`src/rtl/tri_cla_pkg.sv`:
```
package tri_cla_pkg;

   // one-hot bit/group class: propagate, generate, kill
   typedef struct packed {
      logic p;
      logic g;
      logic z;
   } tri_t;

   // join a higher group with the lower group adjacent to it
   function automatic tri_t tri_join(tri_t hi, tri_t lo);
      tri_t r;
      r.p = hi.p & lo.p;
      r.g = hi.g | (hi.p & lo.g);
      r.z = hi.z | (hi.p & lo.z);
      return r;
   endfunction

   // three-input majority, used on either rail set
   function automatic logic maj3(logic x, logic y, logic w);
      return (x & y) | (x & w) | (y & w);
   endfunction

endpackage

```
`src/rtl/tri_encode.sv`:
```
module tri_encode #(
   parameter int WIDTH  = 64,
   parameter int SIDE_W = 2*WIDTH + 5
) (
   input  logic              clk,
   input  logic              rst_n,
   input  logic              in_valid,
   input  logic [WIDTH-1:0]  a_t,
   input  logic [WIDTH-1:0]  a_f,
   input  logic [WIDTH-1:0]  b_t,
   input  logic [WIDTH-1:0]  b_f,
   input  logic              cin_t,
   input  logic              cin_f,
   output logic              v_q,
   output logic [WIDTH-1:0]  p_q,
   output logic [WIDTH-1:0]  g_q,
   output logic [WIDTH-1:0]  z_q,
   output logic [SIDE_W-1:0] side_q
);
   import tri_cla_pkg::*;

   localparam int CIN_T = 2*WIDTH;
   localparam int CIN_F = 2*WIDTH + 1;
   localparam int C1_T  = 2*WIDTH + 2;
   localparam int C1_F  = 2*WIDTH + 3;
   localparam int ERR   = 2*WIDTH + 4;

   logic [WIDTH-1:0]  p_d, g_d, z_d;
   logic [SIDE_W-1:0] side_d;
   logic              err_d;

   // dual-rail xor / and / nor: a null pair yields no active class
   assign p_d = (a_t & b_f) | (a_f & b_t);
   assign g_d = a_t & b_t;
   assign z_d = a_f & b_f;
   assign err_d = (|(a_t & a_f)) | (|(b_t & b_f)) | (cin_t & cin_f);

   always_comb begin
      side_d = '0;
      side_d[WIDTH-1:0]       = p_d;          // half-sum true rail
      side_d[2*WIDTH-1:WIDTH] = g_d | z_d;    // half-sum false rail
      side_d[CIN_T] = cin_t;
      side_d[CIN_F] = cin_f;
      side_d[C1_T]  = maj3(cin_t, a_t[0], b_t[0]);
      side_d[C1_F]  = maj3(cin_f, a_f[0], b_f[0]);
      side_d[ERR]   = err_d;
   end

   always_ff @(posedge clk or negedge rst_n) begin
      if (!rst_n) begin
         v_q    <= 1'b0;
         p_q    <= '0;
         g_q    <= '0;
         z_q    <= '0;
         side_q <= '0;
      end else if (in_valid) begin
         v_q    <= 1'b1;
         p_q    <= p_d;
         g_q    <= g_d;
         z_q    <= z_d;
         side_q <= side_d;
      end else begin
         v_q    <= 1'b0;
         p_q    <= '0;
         g_q    <= '0;
         z_q    <= '0;
         side_q <= '0;
      end
   end

   // a well-formed bit never holds two classes at once
   a_r4_onehot_class: assert property (@(posedge clk) disable iff (!rst_n)
      (v_q && !side_q[ERR]) |-> (((p_q & g_q) | (p_q & z_q) | (g_q & z_q)) == '0));

   // an empty slot carries spacer rails only
   a_r3_encode_spacer: assert property (@(posedge clk) disable iff (!rst_n)
      !v_q |-> ((p_q | g_q | z_q) == '0));

endmodule

```
`src/rtl/tri_merge_level.sv`:
```
module tri_merge_level #(
   parameter int WIDTH  = 64,
   parameter int DIST   = 1,
   parameter int SIDE_W = 2*WIDTH + 5
) (
   input  logic              clk,
   input  logic              rst_n,
   input  logic              v_in,
   input  logic [WIDTH-1:0]  p_in,
   input  logic [WIDTH-1:0]  g_in,
   input  logic [WIDTH-1:0]  z_in,
   input  logic [SIDE_W-1:0] side_in,
   output logic              v_out,
   output logic [WIDTH-1:0]  p_out,
   output logic [WIDTH-1:0]  g_out,
   output logic [WIDTH-1:0]  z_out,
   output logic [SIDE_W-1:0] side_out
);
   import tri_cla_pkg::*;

   localparam int ERR = SIDE_W - 1;

   logic [WIDTH-1:0] p_d, g_d, z_d;

   generate
      if (DIST < 1 || DIST >= WIDTH) begin : g_bad_dist
         $error("tri_merge_level: DIST must lie in 1..WIDTH-1");
      end
      for (genvar i = 0; i < WIDTH; i++) begin : g_bit
         if (i >= DIST) begin : g_join
            tri_t hi, lo, r;
            assign hi = '{p: p_in[i],      g: g_in[i],      z: z_in[i]};
            assign lo = '{p: p_in[i-DIST], g: g_in[i-DIST], z: z_in[i-DIST]};
            assign r  = tri_join(hi, lo);
            assign p_d[i] = r.p;
            assign g_d[i] = r.g;
            assign z_d[i] = r.z;
         end else begin : g_pass
            assign p_d[i] = p_in[i];
            assign g_d[i] = g_in[i];
            assign z_d[i] = z_in[i];
         end
      end
   endgenerate

   always_ff @(posedge clk or negedge rst_n) begin
      if (!rst_n) begin
         v_out    <= 1'b0;
         p_out    <= '0;
         g_out    <= '0;
         z_out    <= '0;
         side_out <= '0;
      end else if (v_in) begin
         v_out    <= 1'b1;
         p_out    <= p_d;
         g_out    <= g_d;
         z_out    <= z_d;
         side_out <= side_in;
      end else begin
         v_out    <= 1'b0;
         p_out    <= '0;
         g_out    <= '0;
         z_out    <= '0;
         side_out <= '0;
      end
   end

   // each level delays the token by exactly one edge
   a_r2_token_step: assert property (@(posedge clk) disable iff (!rst_n)
      v_out == $past(v_in));

   // a group only propagates where its top bit propagated
   a_r4_group_propagate: assert property (@(posedge clk) disable iff (!rst_n)
      (v_out && !side_out[ERR]) |-> ((p_out & ~$past(p_in)) == '0));

endmodule

```
`src/rtl/tri_carry_sum.sv`:
```
module tri_carry_sum #(
   parameter int WIDTH  = 64,
   parameter int SIDE_W = 2*WIDTH + 5
) (
   input  logic              clk,
   input  logic              rst_n,
   input  logic              v_in,
   input  logic [WIDTH-1:0]  pp,
   input  logic [WIDTH-1:0]  gg,
   input  logic [WIDTH-1:0]  zz,
   input  logic [SIDE_W-1:0] side_in,
   output logic              out_valid,
   output logic [WIDTH-1:0]  sum_t,
   output logic [WIDTH-1:0]  sum_f,
   output logic              cout_t,
   output logic              cout_f,
   output logic              done,
   output logic              rail_err
);
   localparam int CIN_T = 2*WIDTH;
   localparam int CIN_F = 2*WIDTH + 1;
   localparam int C1_T  = 2*WIDTH + 2;
   localparam int C1_F  = 2*WIDTH + 3;
   localparam int ERR   = 2*WIDTH + 4;

   logic [WIDTH:0]   c_t_d, c_f_d;
   logic [WIDTH:0]   c_t_q, c_f_q;
   logic [WIDTH-1:0] hs_t_q, hs_f_q;
   logic             v_c, err_c;
   logic [WIDTH-1:0] s_t_d, s_f_d;
   logic             done_d;

   wire  cin_t = side_in[CIN_T];
   wire  cin_f = side_in[CIN_F];

   // carry-merge row: group prefix closed with the carry-in rails
   assign c_t_d[0] = cin_t;
   assign c_f_d[0] = cin_f;
   assign c_t_d[1] = side_in[C1_T];
   assign c_f_d[1] = side_in[C1_F];
   generate
      for (genvar i = 1; i < WIDTH; i++) begin : g_carry
         assign c_t_d[i+1] = gg[i] | (pp[i] & cin_t);
         assign c_f_d[i+1] = zz[i] | (pp[i] & cin_f);
      end
   endgenerate

   always_ff @(posedge clk or negedge rst_n) begin
      if (!rst_n) begin
         v_c    <= 1'b0;
         err_c  <= 1'b0;
         c_t_q  <= '0;
         c_f_q  <= '0;
         hs_t_q <= '0;
         hs_f_q <= '0;
      end else if (v_in) begin
         v_c    <= 1'b1;
         err_c  <= side_in[ERR];
         c_t_q  <= c_t_d;
         c_f_q  <= c_f_d;
         hs_t_q <= side_in[WIDTH-1:0];
         hs_f_q <= side_in[2*WIDTH-1:WIDTH];
      end else begin
         v_c    <= 1'b0;
         err_c  <= 1'b0;
         c_t_q  <= '0;
         c_f_q  <= '0;
         hs_t_q <= '0;
         hs_f_q <= '0;
      end
   end

   // dual-rail xor of held half-sum with the incoming carry
   assign s_t_d  = (hs_t_q & c_f_q[WIDTH-1:0]) | (hs_f_q & c_t_q[WIDTH-1:0]);
   assign s_f_d  = (hs_t_q & c_t_q[WIDTH-1:0]) | (hs_f_q & c_f_q[WIDTH-1:0]);
   assign done_d = v_c & (&(s_t_d | s_f_d)) & (c_t_q[WIDTH] | c_f_q[WIDTH]);

   always_ff @(posedge clk or negedge rst_n) begin
      if (!rst_n) begin
         out_valid <= 1'b0;
         sum_t     <= '0;
         sum_f     <= '0;
         cout_t    <= 1'b0;
         cout_f    <= 1'b0;
         done      <= 1'b0;
         rail_err  <= 1'b0;
      end else begin
         out_valid <= v_c;
         sum_t     <= v_c ? s_t_d : '0;
         sum_f     <= v_c ? s_f_d : '0;
         cout_t    <= v_c & c_t_q[WIDTH];
         cout_f    <= v_c & c_f_q[WIDTH];
         done      <= done_d;
         rail_err  <= v_c & err_c;
      end
   end

   // majority carry of bit 0 agrees with the tree's bit-0 group
   a_r4_lsb_agree: assert property (@(posedge clk) disable iff (!rst_n)
      (v_in && !side_in[ERR]) |->
         (side_in[C1_T] == (gg[0] | (pp[0] & cin_t))) &&
         (side_in[C1_F] == (zz[0] | (pp[0] & cin_f))));

   // well-formed results never drive both wires of a pair
   a_r8_rails_exclusive: assert property (@(posedge clk) disable iff (!rst_n)
      (out_valid && !rail_err) |-> (((sum_t & sum_f) == '0) && !(cout_t && cout_f)));

   // empty output slot is all spacer
   a_r3_output_spacer: assert property (@(posedge clk) disable iff (!rst_n)
      !out_valid |-> (sum_t == '0 && sum_f == '0 && !cout_t && !cout_f && !done && !rail_err));

   // completion only with a token
   a_r7_done_needs_token: assert property (@(posedge clk) disable iff (!rst_n)
      done |-> out_valid);

endmodule

```
`src/rtl/tri_cla_adder.sv`:
```
module tri_cla_adder #(
   parameter int WIDTH = 64
) (
   input  logic             clk,
   input  logic             rst_n,
   input  logic             in_valid,
   input  logic [WIDTH-1:0] a_t,
   input  logic [WIDTH-1:0] a_f,
   input  logic [WIDTH-1:0] b_t,
   input  logic [WIDTH-1:0] b_f,
   input  logic             cin_t,
   input  logic             cin_f,
   output logic             out_valid,
   output logic [WIDTH-1:0] sum_t,
   output logic [WIDTH-1:0] sum_f,
   output logic             cout_t,
   output logic             cout_f,
   output logic             done,
   output logic             rail_err
);
   localparam int LEVELS = $clog2(WIDTH);
   localparam int SIDE_W = 2*WIDTH + 5;

   generate
      if (WIDTH < 2) begin : g_bad_width
         $error("tri_cla_adder: WIDTH must be at least 2");
      end
   endgenerate

   logic              lv   [0:LEVELS];
   logic [WIDTH-1:0]  lp   [0:LEVELS];
   logic [WIDTH-1:0]  lg   [0:LEVELS];
   logic [WIDTH-1:0]  lz   [0:LEVELS];
   logic [SIDE_W-1:0] lside[0:LEVELS];

   tri_encode #(.WIDTH(WIDTH), .SIDE_W(SIDE_W)) enc_i (
      .clk     (clk),
      .rst_n   (rst_n),
      .in_valid(in_valid),
      .a_t     (a_t),
      .a_f     (a_f),
      .b_t     (b_t),
      .b_f     (b_f),
      .cin_t   (cin_t),
      .cin_f   (cin_f),
      .v_q     (lv[0]),
      .p_q     (lp[0]),
      .g_q     (lg[0]),
      .z_q     (lz[0]),
      .side_q  (lside[0])
   );

   generate
      for (genvar k = 0; k < LEVELS; k++) begin : g_level
         tri_merge_level #(.WIDTH(WIDTH), .DIST(1 << k), .SIDE_W(SIDE_W)) lvl_i (
            .clk     (clk),
            .rst_n   (rst_n),
            .v_in    (lv[k]),
            .p_in    (lp[k]),
            .g_in    (lg[k]),
            .z_in    (lz[k]),
            .side_in (lside[k]),
            .v_out   (lv[k+1]),
            .p_out   (lp[k+1]),
            .g_out   (lg[k+1]),
            .z_out   (lz[k+1]),
            .side_out(lside[k+1])
         );
      end
   endgenerate

   tri_carry_sum #(.WIDTH(WIDTH), .SIDE_W(SIDE_W)) fin_i (
      .clk      (clk),
      .rst_n    (rst_n),
      .v_in     (lv[LEVELS]),
      .pp       (lp[LEVELS]),
      .gg       (lg[LEVELS]),
      .zz       (lz[LEVELS]),
      .side_in  (lside[LEVELS]),
      .out_valid(out_valid),
      .sum_t    (sum_t),
      .sum_f    (sum_f),
      .cout_t   (cout_t),
      .cout_f   (cout_f),
      .done     (done),
      .rail_err (rail_err)
   );

   // an error flag never appears without its token
   a_r6_err_needs_token: assert property (@(posedge clk) disable iff (!rst_n)
      rail_err |-> out_valid);

endmodule

```
`config.mk`:
```
export PLATFORM = sky130hd
export DESIGN_NAME = tri_cla_adder
export DESIGN_NICKNAME = d
export VERILOG_FILES = /design/src/rtl/tri_cla_pkg.sv /design/src/rtl/tri_encode.sv /design/src/rtl/tri_merge_level.sv /design/src/rtl/tri_carry_sum.sv /design/src/rtl/tri_cla_adder.sv
export SDC_FILE = /design/constraint.sdc
export NUM_CORES = 2
export LEC_CHECK = 0
export ABC_CLOCK_PERIOD_IN_PS = 1800
export CAP_MARGIN = 20
export CORE_AREA = 4 4 630 382
export CTS_CLUSTER_SIZE = 30
export DETAILED_ROUTE_END_ITERATION = 7
export DIE_AREA = 0 0 634 386
export SLEW_MARGIN = 20
export SYNTH_ARGS = -nofsm -noshare
export SYNTH_HDL_FRONTEND = slang
export SYNTH_SLANG_ARGS = --single-unit
export TNS_END_PERCENT = 100
```
`constraint.sdc`:
```
create_clock -name clk -period 1.8 [get_ports clk]
set_clock_uncertainty 0.05 [all_clocks]
set_input_delay 0.18 -clock clk [delete_from_list [all_inputs] [get_ports clk]]
set_output_delay 0.18 -clock clk [all_outputs]
set_load 0.02 [all_outputs]
```
==> insert_results.sql <==
INSERT INTO impl_metrics (metric_group, metric, value, unit) VALUES
('critical_path', 'end_kind', 'output pin', ''),
('clock_network', 'clock_tree.htree_level_count', '4', ''),
('critical_path', 'required', '1.57', 'ns'),
('critical_path', 'worst_r2r_endpoint', 'fin_i.done', ''),
('synth', 'synthDominantAreaCellType', 'sky130_fd_sc_hd__dfrtp_1', ''),
('timing', 'worst_slew_pin_slew', '0.751', 'ns'),
('drt', 'detailed_router_iteration_count_before_antenna_repair', '6', ''),
('critical_path', 'start_kind', 'register', ''),
('placed_design', 'gp_congestion', '1.02', ''),
('layout', 'area.sequential', '0.0652', 'mm²'),
('critical_path', 'critical_path.cell_chain', 'clkdlybuf4s15_2', ''),
('synth', 'synth_top_cells_by_area', 'sky130_fd_sc_hd__dfrtp_1 73%, sky130_fd_sc_hd__and2_1 7.9%, sky130_fd_sc_hd__nor2b_1 6.3%', ''),
('global_route', 'maximum_number_of_pins_on_one_net_before_global_route_repair', '133', ''),
('floorplanning', 'row_count', '138', ''),
('placed_design', 'place.detailed.instances', '10400', ''),
('synth', 'synth_seq_area_share', '73.3', '%'),
('critical_path', 'endpoint', 'sum_f[41]', ''),
('layout', 'post_route_cells_drive_above_1_share', '14.3', '%'),
('pwr', 'post-layout-total-power', '0.118', 'W'),
('critical_path', 'timing.setup.critical_path_class', 'reg2out', ''),
('layout', 'layout_fillers', '20800', ''),
('synth', 'ffs_latches_synth', '2603', ''),
('timing', 'fin_crit_sh', '97.3', '%'),
('critical_path', 'startpoint', 'fin_i.sum_f[41]', ''),
('global_route', 'global_route_wire_length_before_repair', '435000', 'µm'),
('timing', 'report.final.setup_viol', '0', ''),
('floorplanning', 'die-width', '634', 'µm'),
('layout', 'multiInputGateArea', '0.0226', 'mm²'),
('layout', 'finish.net_count', '7780', ''),
('pwr', 'cell_internal_power_dissipation', '0.0915', 'W'),
('floorplanning', 'starting_density', '37.8', '%'),
('synth', 'synth_commonest_cells', '2603 x sky130_fd_sc_hd__dfrtp_1, 1117 x sky130_fd_sc_hd__and2_1, 896 x sky130_fd_sc_hd__nor2b_1, 771 x sky130_fd_sc_hd__a21oi_1, 447 x sky130_fd_sc_hd__and3_1', ''),
('drt', 'drt-vias-per-instance', '5.04', ''),
('layout', 'final_cell_area', '0.109', 'mm²'),
('synth', 'ys_warn_count', '0', ''),
('critical_path', 'timing.critical_path.fanout_max', '1', ''),
('pwr', 'p_sw_share', '22.2', '%'),
('global_route', 'number_of_global_route_vias_before_repair', '55500', ''),
('timing', 'final_period_minus_worst_setup_slack', '1.75', 'ns'),
('critical_path', 'worst_r2r_startpoint', 'fin_i.c_f_q[6]', ''),
('synth', 'synth-edff-count', '0', ''),
('clock_network', 'clock_path_buffers', '4', ''),
('clock_network', 'post-cts-setup-buffer-count', '0', ''),
('layout', 'layout-area-overhead-vs-synth', '22.8', '%'),
('clock_network', 'clkLatencyLatePin', '0.89', 'ns'),
('pwr', 'power.density_cell_area', '1080', 'mW/mm²'),
('floorplanning', 'io-pin-count', '394', ''),
('placed_design', 'io_buffer_count', '393', ''),
('job', 'max_cap_viol_count', '0', ''),
('critical_path', 'worst-path-buf-inv', '1', ''),
('timing', 'worst_slack', '0.0491', 'ns'),
('critical_path', 'worstPathArrival', '1.52', 'ns'),
('synth', 'async_reset_ff_share', '100', '%'),
('synth', 'netlist_area', '0.0888', 'mm²'),
('timing', 'rsz0062_at_grt', 'false', ''),
('pwr', 'comb_power_share', '4.9', '%'),
('status', 'run_status', 'finished clean', ''),
('synth', 'synthMostInstantiatedCell', 'sky130_fd_sc_hd__dfrtp_1', ''),
('synth', 'synth.top_cell.area_share', '73.3', '%'),
('pwr', 'peakVddDrop', '0.810', 'mV'),
('drt', 'drt_iter0_drc', '5450', ''),
('placed_design', 'hpwlAfterDp', '253000', 'µm'),
('layout', 'postLayoutCoreUtil', '46.5', '%'),
('synth', 'cell_count_after_synthesis', '6631', ''),
('pwr', 'clock_power_share', '43.9', '%'),
('layout', 'layoutNonFillerInstCount', '10900', ''),
('global_route', 'grt_antenna_before_repair', '78', ''),
('critical_path', 'worst_path_max_delay_cell', 'sky130_fd_sc_hd__dfrtp_1', ''),
('drt', 'avgRoutedWirePerCell', '28.8', 'µm'),
('drt', 'route.vias.total', '55000', ''),
('critical_path', 'max_stage_delay', '0.37', 'ns');
==> power by group through the flow <==
stage | clock [W] | sequential [W] | combinational, W
2_1_floorplan | 0 | 0.0607 | 0.00166
3_3_place_gp | 0 | 0.0614 | 0.00567
3_5_place_dp | 0 | 0.0614 | 0.00572
4_1_cts | 0.0524 | 0.0603 | 0.00576
5_1_grt | 0.0548 | 0.0603 | 0.00622
6_report | 0.0516 | 0.0603 | 0.00574
==> cell usage in the layout (no fill, tap or decap), types with 3 or more instances in the layout <==
| cell type | instances |
|---|---|
| sky130_fd_sc_hd__nor2_1 | 83 |
| sky130_fd_sc_hd__clkinvlp_4 | 17 |
| sky130_fd_sc_hd__nor3_1 | 6 |
| sky130_fd_sc_hd__clkdlybuf4s15_1 | 47 |
| sky130_fd_sc_hd__bufinv_16 | 32 |
| sky130_fd_sc_hd__clkdlybuf4s15_2 | 50 |
| sky130_fd_sc_hd__clkbuf_16 | 228 |
| sky130_fd_sc_hd__o22ai_1 | 49 |
| sky130_fd_sc_hd__buf_12 | 97 |
| sky130_fd_sc_hd__clkdlybuf4s50_1 | 258 |
| sky130_fd_sc_hd__dfrtp_4 | 9 |
| sky130_fd_sc_hd__o22a_1 | 5 |
| sky130_fd_sc_hd__diode_2 | 49 |
| sky130_fd_sc_hd__o21ai_0 | 3 |
| sky130_fd_sc_hd__inv_6 | 3 |
| sky130_fd_sc_hd__or2_2 | 63 |
| sky130_fd_sc_hd__clkinv_2 | 36 |
| sky130_fd_sc_hd__dfrtp_1 | 2583 |
| sky130_fd_sc_hd__nand4_1 | 15 |
| sky130_fd_sc_hd__nor2b_1 | 896 |
| sky130_fd_sc_hd__clkbuf_8 | 50 |
| sky130_fd_sc_hd__a221oi_1 | 22 |
| sky130_fd_sc_hd__buf_4 | 454 |
| sky130_fd_sc_hd__dlygate4sd2_1 | 6 |
| sky130_fd_sc_hd__and2_1 | 1117 |
| sky130_fd_sc_hd__dlygate4sd3_1 | 10 |
| sky130_fd_sc_hd__a22oi_1 | 211 |
| sky130_fd_sc_hd__dfrtp_2 | 11 |
| sky130_fd_sc_hd__a22o_1 | 22 |
| sky130_fd_sc_hd__a21oi_1 | 771 |
| sky130_fd_sc_hd__clkbuf_1 | 32 |
| sky130_fd_sc_hd__and3_1 | 447 |
| sky130_fd_sc_hd__buf_2 | 32 |
| sky130_fd_sc_hd__o221ai_1 | 5 |
| sky130_fd_sc_hd__clkinv_4 | 5 |
==> worst register-to-register path: stages, from the launching register on <==
cell and delay, ns:
sky130_fd_sc_hd__dfrtp_1 0.39, sky130_fd_sc_hd__o22ai_2 0.13, sky130_fd_sc_hd__nor2_2 0.18, sky130_fd_sc_hd__nand4_1 0.12, sky130_fd_sc_hd__or4_4 0.62, sky130_fd_sc_hd__nor4_4 0.15
==> metrics by stage <==
step	hold slack (ns)	TNS, ns
2_1_floorplan	-0.166	0
3_3_place_gp	0.127	-0.643
3_5_place_dp	0.130	-0.726
4_1_cts	0.00550	0
5_1_grt	0.0194	0
6_report	0.0519	0
==> logic make-up after synthesis <==
family | count (synthesis) | share of synthesized area [%]
and+or+nand+nor | 2638 | 18.3
AOI/OAI and AO/OA | 1095 | 7.08
DFF | 2603 | 73.3
buffers and inverters | 295 | 1.25
==> worst min path at each step <==
stage               slack, ns                             end    start  depth (start not counted)
finish                   0.05                   enc_i.g_q[33]  b_t[33]                          2
CTS                     0.006                   enc_i.z_q[14]  a_f[14]                          2
floorplan               -0.17                    enc_i.g_q[0]    rst_n                          0
global route             0.02                    enc_i.z_q[9]   b_f[9]                          2
global placement         0.13  g_level[4].lvl_i.side_out[109]    rst_n                          1
detailed placement       0.13  g_level[4].lvl_i.side_out[109]    rst_n                          1
==> state kept, by name, indices dropped and copies added (netlist names), 65 cells and up <==
| signal | flops |
|---|---|
| g_level.lvl_i.z_out | 383 |
| g_level.lvl_i.side_out | 792 |
| g_level.lvl_i.p_out | 384 |
| fin_i.c_t_q | 65 |
| fin_i.c_f_q | 65 |
| g_level.lvl_i.g_out | 383 |
| enc_i.side_q | 70 |
==> cell type report <==
cell class	instances	share of cell area, %
diodes	49	0.112
clock buffers	310	5.97
clock inverters	96	1.28
inverters	1	0.00344
multi-input cells	3733	20.7
flip-flops and latches	2603	59.7
well taps	3150	3.61
repair buffers	955	8.53
==> routing by layer <==
metal	vias to the layer above	global-route usage [%]	wire length [µm]	share of wire, %
met1	28600	40.4	152000	48
li1	23800	-	-	-
met4	34	5.31	7130	2.3
met2	2153	32.5	119000	38
met3	380	9.95	35100	11
met5	-	0	227	0.072
==> repair_timing <==
| item | CTS | global route |
|---|---|---|
| hold endpoints to repair | 2618 | 0 |
| pin swaps | 1 | 3 |
| hold buffers | 11 | 0 |
| cloned | 0 | 0 |
| endpoints found under the setup margin | 134 | 7 |
| resized for setup | 381 | 16 |
Power figures use the tool's default switching activity.
